`src/rtl/be_lane_pkg.sv`:
```
// Package: shared access-size encoding for the big-endian lane unit.
package be_lane_pkg;
    typedef enum logic {
        SZ_BYTE = 1'b0,
        SZ_WORD = 1'b1
    } acc_size_e;
endpackage

```
`src/rtl/be_lane_addr.sv`:
```
// Address and store-lane generator (combinational).
// Forms base + sign-extended displacement, flags misaligned word accesses,
// and maps the byte offset onto big-endian strobes and write data.
// Assumes DATA_W is a multiple of 8 and a power-of-two byte count.
module be_lane_addr #(
    parameter int ADDR_W = 32,
    parameter int DISP_W = 16,
    parameter int DATA_W = 32,
    localparam int BYTES  = DATA_W / 8,
    localparam int LANE_W = $clog2(BYTES)
) (
    input  logic [ADDR_W-1:0]        base,
    input  logic [DISP_W-1:0]        disp,
    input  logic                     is_store,
    input  logic                     is_word,
    input  logic [DATA_W-1:0]        reg_data,
    output logic [ADDR_W-LANE_W-1:0] word_addr,
    output logic [LANE_W-1:0]        lane,
    output logic                     misalign,
    output logic [BYTES-1:0]         strobe,
    output logic [DATA_W-1:0]        wdata
);
    logic [ADDR_W-1:0] eff_addr;

    // Effective address with sign-extended displacement.
    always_comb begin
        eff_addr = base + {{(ADDR_W-DISP_W){disp[DISP_W-1]}}, disp};
    end

    assign word_addr = eff_addr[ADDR_W-1:LANE_W];
    assign lane      = eff_addr[LANE_W-1:0];
    assign misalign  = is_word && (lane != '0);

    // One strobe and one data lane per byte; offset i maps to lane BYTES-1-i.
    for (genvar i = 0; i < BYTES; i++) begin : g_lane
        localparam logic [LANE_W-1:0] OFS = LANE_W'(i);
        assign strobe[BYTES-1-i] = is_store && !misalign && (is_word || lane == OFS);
        assign wdata[8*(BYTES-1-i) +: 8] = is_word ? reg_data[8*(BYTES-1-i) +: 8]
                                                   : reg_data[7:0];
    end
endmodule

```
`src/rtl/be_lane_load.sv`:
```
// Load formatter (combinational).
// Picks the byte at a big-endian offset, or passes the whole word, and
// right-justifies a byte with sign or zero extension.
module be_lane_load #(
    parameter int DATA_W = 32,
    localparam int BYTES  = DATA_W / 8,
    localparam int LANE_W = $clog2(BYTES)
) (
    input  logic [DATA_W-1:0] word,
    input  logic [LANE_W-1:0] lane,
    input  logic              is_byte,
    input  logic              sign_ext,
    output logic [DATA_W-1:0] result
);
    logic [7:0] by_ofs [BYTES];
    logic [7:0] sel;

    // Offset i reads the i-th byte from the most significant end.
    for (genvar i = 0; i < BYTES; i++) begin : g_pick
        assign by_ofs[i] = word[8*(BYTES-1-i) +: 8];
    end

    // Select and extend.
    always_comb begin
        sel = by_ofs[lane];
        if (is_byte) begin
            result = {{(DATA_W-8){sign_ext & sel[7]}}, sel};
        end else begin
            result = word;
        end
    end
endmodule

```
`src/rtl/be_lane_unit.sv`:
```
// Top: big-endian byte/word memory lane unit.
// Stage 1 registers the memory request; stage 2 marks the load result, which
// is formatted from the memory read word of that cycle.
// Assumes memory returns read data the cycle after mem_req_o.
module be_lane_unit #(
    parameter int ADDR_W = 32,
    parameter int DISP_W = 16,
    parameter int DATA_W = 32,
    localparam int BYTES  = DATA_W / 8,
    localparam int LANE_W = $clog2(BYTES),
    localparam int WA_W   = ADDR_W - LANE_W
) (
    input  logic              clk,
    input  logic              rst_n,
    input  logic              req_valid_i,
    input  logic              req_store_i,
    input  logic              req_word_i,
    input  logic              req_signed_i,
    input  logic [ADDR_W-1:0] base_i,
    input  logic [DISP_W-1:0] disp_i,
    input  logic [DATA_W-1:0] reg_data_i,
    input  logic [DATA_W-1:0] mem_rdata_i,
    output logic              mem_req_o,
    output logic [WA_W-1:0]   mem_addr_o,
    output logic [BYTES-1:0]  mem_be_o,
    output logic [DATA_W-1:0] mem_wdata_o,
    output logic              misalign_o,
    output logic              ld_valid_o,
    output logic [DATA_W-1:0] ld_data_o
);
    import be_lane_pkg::*;

    logic [WA_W-1:0]   ag_addr;
    logic [LANE_W-1:0] ag_lane;
    logic              ag_mis;
    logic [BYTES-1:0]  ag_strobe;
    logic [DATA_W-1:0] ag_wdata;
    acc_size_e         req_size;

    logic              s1_load_q;
    logic [LANE_W-1:0] s1_lane_q;
    logic              s1_byte_q;
    logic              s1_sign_q;
    logic [LANE_W-1:0] ld_lane_q;
    logic              ld_byte_q;
    logic              ld_sign_q;
    logic [DATA_W-1:0] fmt_data;

    assign req_size = req_word_i ? SZ_WORD : SZ_BYTE;

    be_lane_addr #(.ADDR_W(ADDR_W), .DISP_W(DISP_W), .DATA_W(DATA_W)) i_addr (
        .base      (base_i),
        .disp      (disp_i),
        .is_store  (req_store_i),
        .is_word   (req_size == SZ_WORD),
        .reg_data  (reg_data_i),
        .word_addr (ag_addr),
        .lane      (ag_lane),
        .misalign  (ag_mis),
        .strobe    (ag_strobe),
        .wdata     (ag_wdata)
    );

    // Stage 1: register the memory-side request.
    always_ff @(posedge clk) begin
        if (!rst_n) begin
            mem_req_o   <= 1'b0;
            mem_addr_o  <= '0;
            mem_be_o    <= '0;
            mem_wdata_o <= '0;
            misalign_o  <= 1'b0;
            s1_load_q   <= 1'b0;
            s1_lane_q   <= '0;
            s1_byte_q   <= 1'b0;
            s1_sign_q   <= 1'b0;
        end else begin
            mem_req_o   <= req_valid_i && !ag_mis;
            mem_addr_o  <= ag_addr;
            mem_be_o    <= req_valid_i ? ag_strobe : '0;
            mem_wdata_o <= ag_wdata;
            misalign_o  <= req_valid_i && ag_mis;
            s1_load_q   <= req_valid_i && !ag_mis && !req_store_i;
            s1_lane_q   <= ag_lane;
            s1_byte_q   <= (req_size == SZ_BYTE);
            s1_sign_q   <= req_signed_i;
        end
    end

    // Stage 2: carry load context to the cycle read data arrives.
    always_ff @(posedge clk) begin
        if (!rst_n) begin
            ld_valid_o <= 1'b0;
            ld_lane_q  <= '0;
            ld_byte_q  <= 1'b0;
            ld_sign_q  <= 1'b0;
        end else begin
            ld_valid_o <= s1_load_q;
            ld_lane_q  <= s1_lane_q;
            ld_byte_q  <= s1_byte_q;
            ld_sign_q  <= s1_sign_q;
        end
    end

    be_lane_load #(.DATA_W(DATA_W)) i_load (
        .word     (mem_rdata_i),
        .lane     (ld_lane_q),
        .is_byte  (ld_byte_q),
        .sign_ext (ld_sign_q),
        .result   (fmt_data)
    );

    // Drive the result only while it is valid.
    always_comb begin
        ld_data_o = ld_valid_o ? fmt_data : '0;
    end
endmodule

```
`config.mk`:
```
export PLATFORM = sky130hd
export DESIGN_NAME = be_lane_unit
export DESIGN_NICKNAME = d
export VERILOG_FILES = /design/src/rtl/be_lane_pkg.sv /design/src/rtl/be_lane_addr.sv /design/src/rtl/be_lane_load.sv /design/src/rtl/be_lane_unit.sv
export SDC_FILE = /design/constraint.sdc
export NUM_CORES = 1
export LEC_CHECK = 0
export ABC_AREA = 0
export BUFFER_PORTS_ARGS = -buffer_cell sky130_fd_sc_hd__buf_2
export CORE_MARGIN = 2
export CORE_UTILIZATION = 44
export DETAILED_ROUTE_END_ITERATION = 10
export GPL_ROUTABILITY_DRIVEN = 0
export PLACE_DENSITY = 0.87
export SLEW_MARGIN = 10
export SYNTH_ARGS = -nofsm -noshare
export SYNTH_HDL_FRONTEND = slang
export SYNTH_HIERARCHICAL = 1
export SYNTH_SLANG_ARGS = --single-unit
```
`constraint.sdc`:
```
create_clock -name clk -period 2.37 [get_ports clk]
set_clock_uncertainty 0.15 [all_clocks]
set_input_delay 0.237 -clock clk [delete_from_list [all_inputs] [get_ports clk]]
set_output_delay 0.237 -clock clk [all_outputs]
set_load 0.01 [all_outputs]
```
# Yosys cells after proc, flatten, opt, wreduce, memory -nomap -nowiden
# Index checks and enable logic that the tools add are counted.
# word_totals
inputBits	118
ff_bits	78
word_cells	48
# classes
n_bitwise	3
n_reduce_logical	18
n_mux	9
n_lt_le_gt_ge	1
addsub	1
n_eq_ne	3
# ops
operator	n
2-to-1 mux 32 bit	2
2-to-1 mux 8 bit	5
adder 32 bit	1
binary-select mux 8 bit (select 2 bit)	1
logical AND 1 bit	9
equality test 2 bit, second input constant	2
logical OR 1 bit	4
greater-or-equal comparator 3 bit, second input constant	1
NOT 2 -> 3 bit	1
equality test 2 x 1 -> 1 bit, second input constant	1
logical NOT 1 bit	2
logical NOT 2 bit	1
AND reduction 2 bit	1
nonzero test 2 bit	1
AND 1 bit	1
2-to-1 mux 1 bit	1
NOT 1 bit	1

# Logic depth before layout (Yosys ltp)
# depth
ltp_word	7
mapped_depth	11

# Hierarchy
# The synthesis kept the hierarchy.
# modules_own_cells
mod	cells_each	area_each_um2	instances
be_lane_unit	199	2328.5	1
be_lane_addr	329	2192.1	1
be_lane_load	105	609.3	1

# Worst setup path before layout
# OpenSTA, ideal clock, no wires.
# synth_timing
kind	input to register
from	input port base_i[0]
to	register mem_addr_o[16]
t_required_ns	2.105
stages	11
path_slack_ns	0.075
setup_time_ns	0.115
arrival_ns	2.030
cell_sequence	ha_1 -> inv_1 -> fa_1 -> nor2b_1 -> o31ai_1 -> and2_4 -> o41ai_2 -> nor2b_4 -> a311oi_1 -> xnor2_1 -> and2_1
# synth_via
elab_chain_len	1
# synth_rtl
element	line_no	rtl
from (decl)	be_lane_unit.sv:19	input logic [ADDR_W-1:0] base_i,
adder 32 bit	be_lane_addr.sv:27	eff_addr = base + {{(ADDR_W-DISP_W){disp[DISP_W-1]}}, disp};
named net ag_addr[16]	be_lane_unit.sv:33	logic [WA_W-1:0] ag_addr;
to (signal assigned)	be_lane_unit.sv:78	mem_addr_o <= ag_addr;
to (decl)	be_lane_unit.sv:24	output logic [WA_W-1:0] mem_addr_o,
# The timed path passes the listed nets, and every way through them passes these cells.
# A chain may end at the register's enable or synchronous reset.

# Worst setup path in the final report
# layout_timing
from	register ld_lane_q[1]
to	output port ld_data_o[15]
# layout_via
elab_chain_len	7
# layout_rtl
element	line_no	rtl
from (decl)	be_lane_unit.sv:44	logic [LANE_W-1:0] ld_lane_q;
from (signal assigned)	be_lane_unit.sv:98	ld_lane_q <= s1_lane_q;
NOT 2 -> 3 bit (not written as such)	be_lane_load.sv:25	sel = by_ofs[lane];
binary-select mux 8 bit (select 2 bit)	be_lane_load.sv:25	
2-to-1 mux 8 bit (not written as such) (2 in a row)	be_lane_load.sv:25	
AND 1 bit	be_lane_load.sv:27	result = {{(DATA_W-8){sign_ext & sel[7]}}, sel};
2-to-1 mux 32 bit	be_lane_load.sv:26	if (is_byte) begin
named net fmt_data[15]	be_lane_unit.sv:47	logic [DATA_W-1:0] fmt_data;
2-to-1 mux 32 bit	be_lane_unit.sv:114	ld_data_o = ld_valid_o ? fmt_data : '0;
to (decl)	be_lane_unit.sv:29	output logic [DATA_W-1:0] ld_data_o
# The timed path passes the listed nets, and every way through them passes these cells. The select of a mux whose other input is x is not followed.

==> results by stage <==
Power:
- Sequential cells account for 36.3% of the total power.
- The sum of internal, switching and leakage power is 0.00406 W.
- The reported leakage power is 3.70 nW.
- The portion of total power attributed to combinational logic is 30.7%.
- The clock network accounts for 33.0% of the total power.
- Internal power comes to 0.00278 W.
- In this run the power density over the cells is 576 nW/µm².
- The switching part of the total power is 31.5%.
- The net switching power figure is 0.00128 W.
- Across the VDD grid, the largest voltage drop is 0.425 mV.

Drt:
- The initial DRC count is 389.
- The pre-antenna-repair detailed-routing pass consisted of 5 iterations.
- The detailed-route vias per instance is 5.12.
- In the routed design, unresolved DRC markers number 0.
- The total number of vias is 5,313.
- After detailed routing, the average wire length per cell comes to 14.5 µm.
- In this run the remaining antenna-violating nets after routing total 0.
- The total detailed-routing wirelength is 15,000 µm.

Die:
- For this configuration, the core starts out at a cell density of 44.9%.
- The area of the die is 12,500 µm².
- The die height is 112 µm.
- The count of boundary I/O pins is 219.
- The x dimension of the die is 112 µm.
- The core footprint is 11,400 µm².
- The row count is 39.

Clocking:
- In this run the post-CTS setup repair buffer count came out at 0.
- The number of levels in the clock H-tree is 3.
- The clock passes through at most 2 buffers.
- The total CTS buffers is 9.
- The tree is rooted in a sky130_fd_sc_hd__clkbuf_16.
- After clock tree synthesis, the clock-pin slew on the worst setup and hold paths is 70 ps.
- CTS saw 78 sinks.
- The TritonCTS clock tree is yes.
- The clock reaches the later pin of the worst-skew pair after 340 ps.

Timing:
- The worst hold slack after final layout is 44.9 ps.
- Headroom to the max-slew limit came out at 49.9%.
- The measured slew at the worst slew-check pin is 751 ps.
- Setup total negative slack on the finished layout was measured at 0 ps.
- Setup slack on the critical path of the routed design comes to 73.1 ps.
- Timing would allow up to 0.435 GHz.
- The ratio of final minimum period to clock period is 96.9%.
- Setup repair after global routing left no endpoint under its margin.
- The final-report max-slew violation count came to 0.
- The number of failing hold endpoints at the final stage is 0.
- The smallest clock period supported by the final layout is computed as 2300 ps.
- Setup violations remaining at the end of the flow were counted as 0.

Cells and area:
- The post-synthesis to final-layout area growth is 37.3%.
- For this run, the post-layout net count is 1,040.
- The most common cell after layout, fill and taps aside is sky130_fd_sc_hd__buf_2.
- The number of antenna diodes in the final layout is 0.
- Of the cells placed in the final design, the portion with a size suffix greater than 1 is 36.2%.
- The library cells used most frequently in the layout, excluding fill and tap cells, are sky130_fd_sc_hd__buf_2 (218), sky130_fd_sc_hd__and2_1 (105), sky130_fd_sc_hd__dfxtp_1 (76).

Global route:
- The initial antenna violation count was 0.
- The number of global-route vias before repair was 5,139.
- The aggregate global-route resource usage is 23.1%.
- Entering global routing, the biggest net connects 46 pins.
- Global routing finished with a remaining overflow of 0.
- The first global-routing pass estimated 23,700 µm of wire.

Yosys:
- The library cell with the largest summed area after synthesis is sky130_fd_sc_hd__dfxtp_1.
- After synthesis, the share of flip-flops with an asynchronous set or reset is 0%.
- The net count after synthesis is 783.
- Ranked by total cell area, the synthesized netlist is headed by sky130_fd_sc_hd__dfxtp_1 (30%), sky130_fd_sc_hd__and2_1 (13%), sky130_fd_sc_hd__ha_1 (7.6%).
- In this run, synthesis produced a sequential element count of 78.
- The number of warnings issued by yosys is 6.
- The fraction of the yosys area taken by sequential cells is 30.4%.
- The share of the synthesized area in the top cell type is 30.4%.
- The synthesized instance count is 633.
- Yosys mapped a number of flops with a built-in enable equal to 0.
- The number of different library cells used by synthesis comes to 64.
- The total standard cell area after synthesis is 5130 µm².
- After synthesis, the mean cell area works out to 8.10 µm².
- The dominant synthesized flop cell is sky130_fd_sc_hd__dfxtp_1.

Setup path:
- The number of cells on the worst reg-to-reg path is 1.
- The worst setup path is launched from a flip-flop.
- The worst reg2reg path endpoint is ld_sign_q.
- Across all register-to-register paths, the minimum setup slack is 1670 ps.
- The worst path required time is 1980 ps.
- The critical path is of the flip-flop to primary output type.
- The worst setup path is captured at a primary output.
- The startpoint of the lowest-slack register-to-register path is s1_sign_q.
- STA puts the critical path data arrival time at 1910 ps.
- In this run the worst path has a maximum fanout of 12.

Status:
- The run finished with clean final reports.

Place:
- The setup slack after placement is -251 ps.
- Detailed placement finished with a half-perimeter wire length of 11,400 µm.
- The number of I/O port buffers is 218.

Hold path:
- The worst hold path terminates at mem_wdata_o[26].
- The source of the worst hold timing path is reg_data_i[26].
- The kind of path behind the tightest hold check is input pin to flip-flop.
- The depth of the worst hold-timing path is 4.

Run:
- The number of maximum-capacitance constraint violations is 0.
[through the flow]
| step | utilization [%] | instance area [µm²] | std cells |
|---|---|---|---|
| global placement | 57.9 | 6610 | 1012 |
| CTS | 61.5 | 7030 | 1038 |
| global route | 61.7 | 7040 | 1038 |
| detailed placement | 57.9 | 6610 | 1012 |
| floorplan | - | 5130 | 633 |
| finish | 61.7 | 7040 | 1038 |
[worst max path at each step]
stage / startpoint / to / slack (ps) / cells after the start
global route: disp_i[15] / mem_addr_o[27] / 0.8 / 10
detailed placement: base_i[0] / mem_addr_o[16] / -250 / 12
CTS: ld_lane_q[0] / ld_data_o[14] / 60 / 5
finish: ld_lane_q[1] / ld_data_o[15] / 70 / 5
floorplan: base_i[0] / mem_addr_o[16] / 80 / 11
global placement: base_i[0] / mem_addr_o[16] / -200 / 12
[flip-flops by register name (all words and copies together), names as in the netlist]
| name | flops |
|---|---|
| s1_byte_q | 1 |
| mem_addr_o | 30 |
| mem_wdata_o | 32 |
| s1_sign_q | 1 |
| ld_byte_q | 1 |
| ld_valid_o | 1 |
| ld_lane_q | 2 |
| s1_lane_q | 2 |
| s1_load_q | 1 |
| misalign_o | 1 |
| mem_req_o | 1 |
| mem_be_o | 4 |
| ld_sign_q | 1 |
[metal layers]
layer  vias to the layer above  track usage (%)  part of all wire, %  wire [µm]
met5                         -                0                    0          0
met4                         0             9.27                  2.9        435
met3                        35             3.86                  6.2        932
met2                       250             43.6                   52       7880
met1                      2392             25.5                   38       5760
li1                       2636                -                    -          -
[cell type report]
type	count	area (µm²)
tap	143	179
fill	944	4380
clock inverter	7	63.8
multi-input combinational	472	3200
timing repair buffer	289	1660
inverter	40	150
clock buffer	9	225
sequential	78	1560
[synth_stat cells (7+ instances only)]
library cell and count:
sky130_fd_sc_hd__and2_1 105, sky130_fd_sc_hd__dfxtp_1 78, sky130_fd_sc_hd__nand2_1 75, sky130_fd_sc_hd__o21ai_0 41
sky130_fd_sc_hd__inv_1 40, sky130_fd_sc_hd__ha_1 31, sky130_fd_sc_hd__a21oi_1 29, sky130_fd_sc_hd__xnor2_1 22
sky130_fd_sc_hd__nor2_1 19, sky130_fd_sc_hd__buf_2 16, sky130_fd_sc_hd__o22ai_1 14, sky130_fd_sc_hd__buf_4 11
sky130_fd_sc_hd__xor2_1 11, sky130_fd_sc_hd__clkbuf_1 10, sky130_fd_sc_hd__nand2b_1 10, sky130_fd_sc_hd__a21o_1 9
sky130_fd_sc_hd__and3_1 8, sky130_fd_sc_hd__mux2i_1 7, sky130_fd_sc_hd__nand4_1 7
[repair_timing]
action / CTS / global route
setup endpoints to repair: 22 / 31
hold endpoints to repair: 9 / 0
cloned: 1 / 0
hold buffers: 9 / 0
pin swaps: 1 / 0
gates resized for setup: 4 / 4
[power groups by stage]
stage	logic [W]	registers, W	clock network [W]
floorplan	0.000664	0.00155	0
global placement	0.00117	0.00150	0
detailed placement	0.00120	0.00150	0
CTS	0.00123	0.00147	0.00136
global route	0.00136	0.00148	0.00142
finish	0.00124	0.00147	0.00134
[cells by family (layout without fill, tap and decap cells)]
family,count (synthesis),after routing,share of synthesized area (%)
muxes,8,8,1.66
xor gates and xnor gates,33,33,5.63
AOI/OAI and AO/OA,142,143,19.0
adders and majority gates,32,32,7.95
and+or+nand+nor,256,256,27.1
buffers and inverters,84,345,8.22
DFF,78,78,30.4
[critical path: stages (launching register included)]
cell and delay (ps):
sky130_fd_sc_hd__dfxtp_2 430, sky130_fd_sc_hd__mux2i_4 340, sky130_fd_sc_hd__a2bb2oi_4 320, sky130_fd_sc_hd__o21ai_0 160, sky130_fd_sc_hd__and2_1 190, sky130_fd_sc_hd__buf_2 130
No activity file was read; power rests on OpenSTA's default activity.
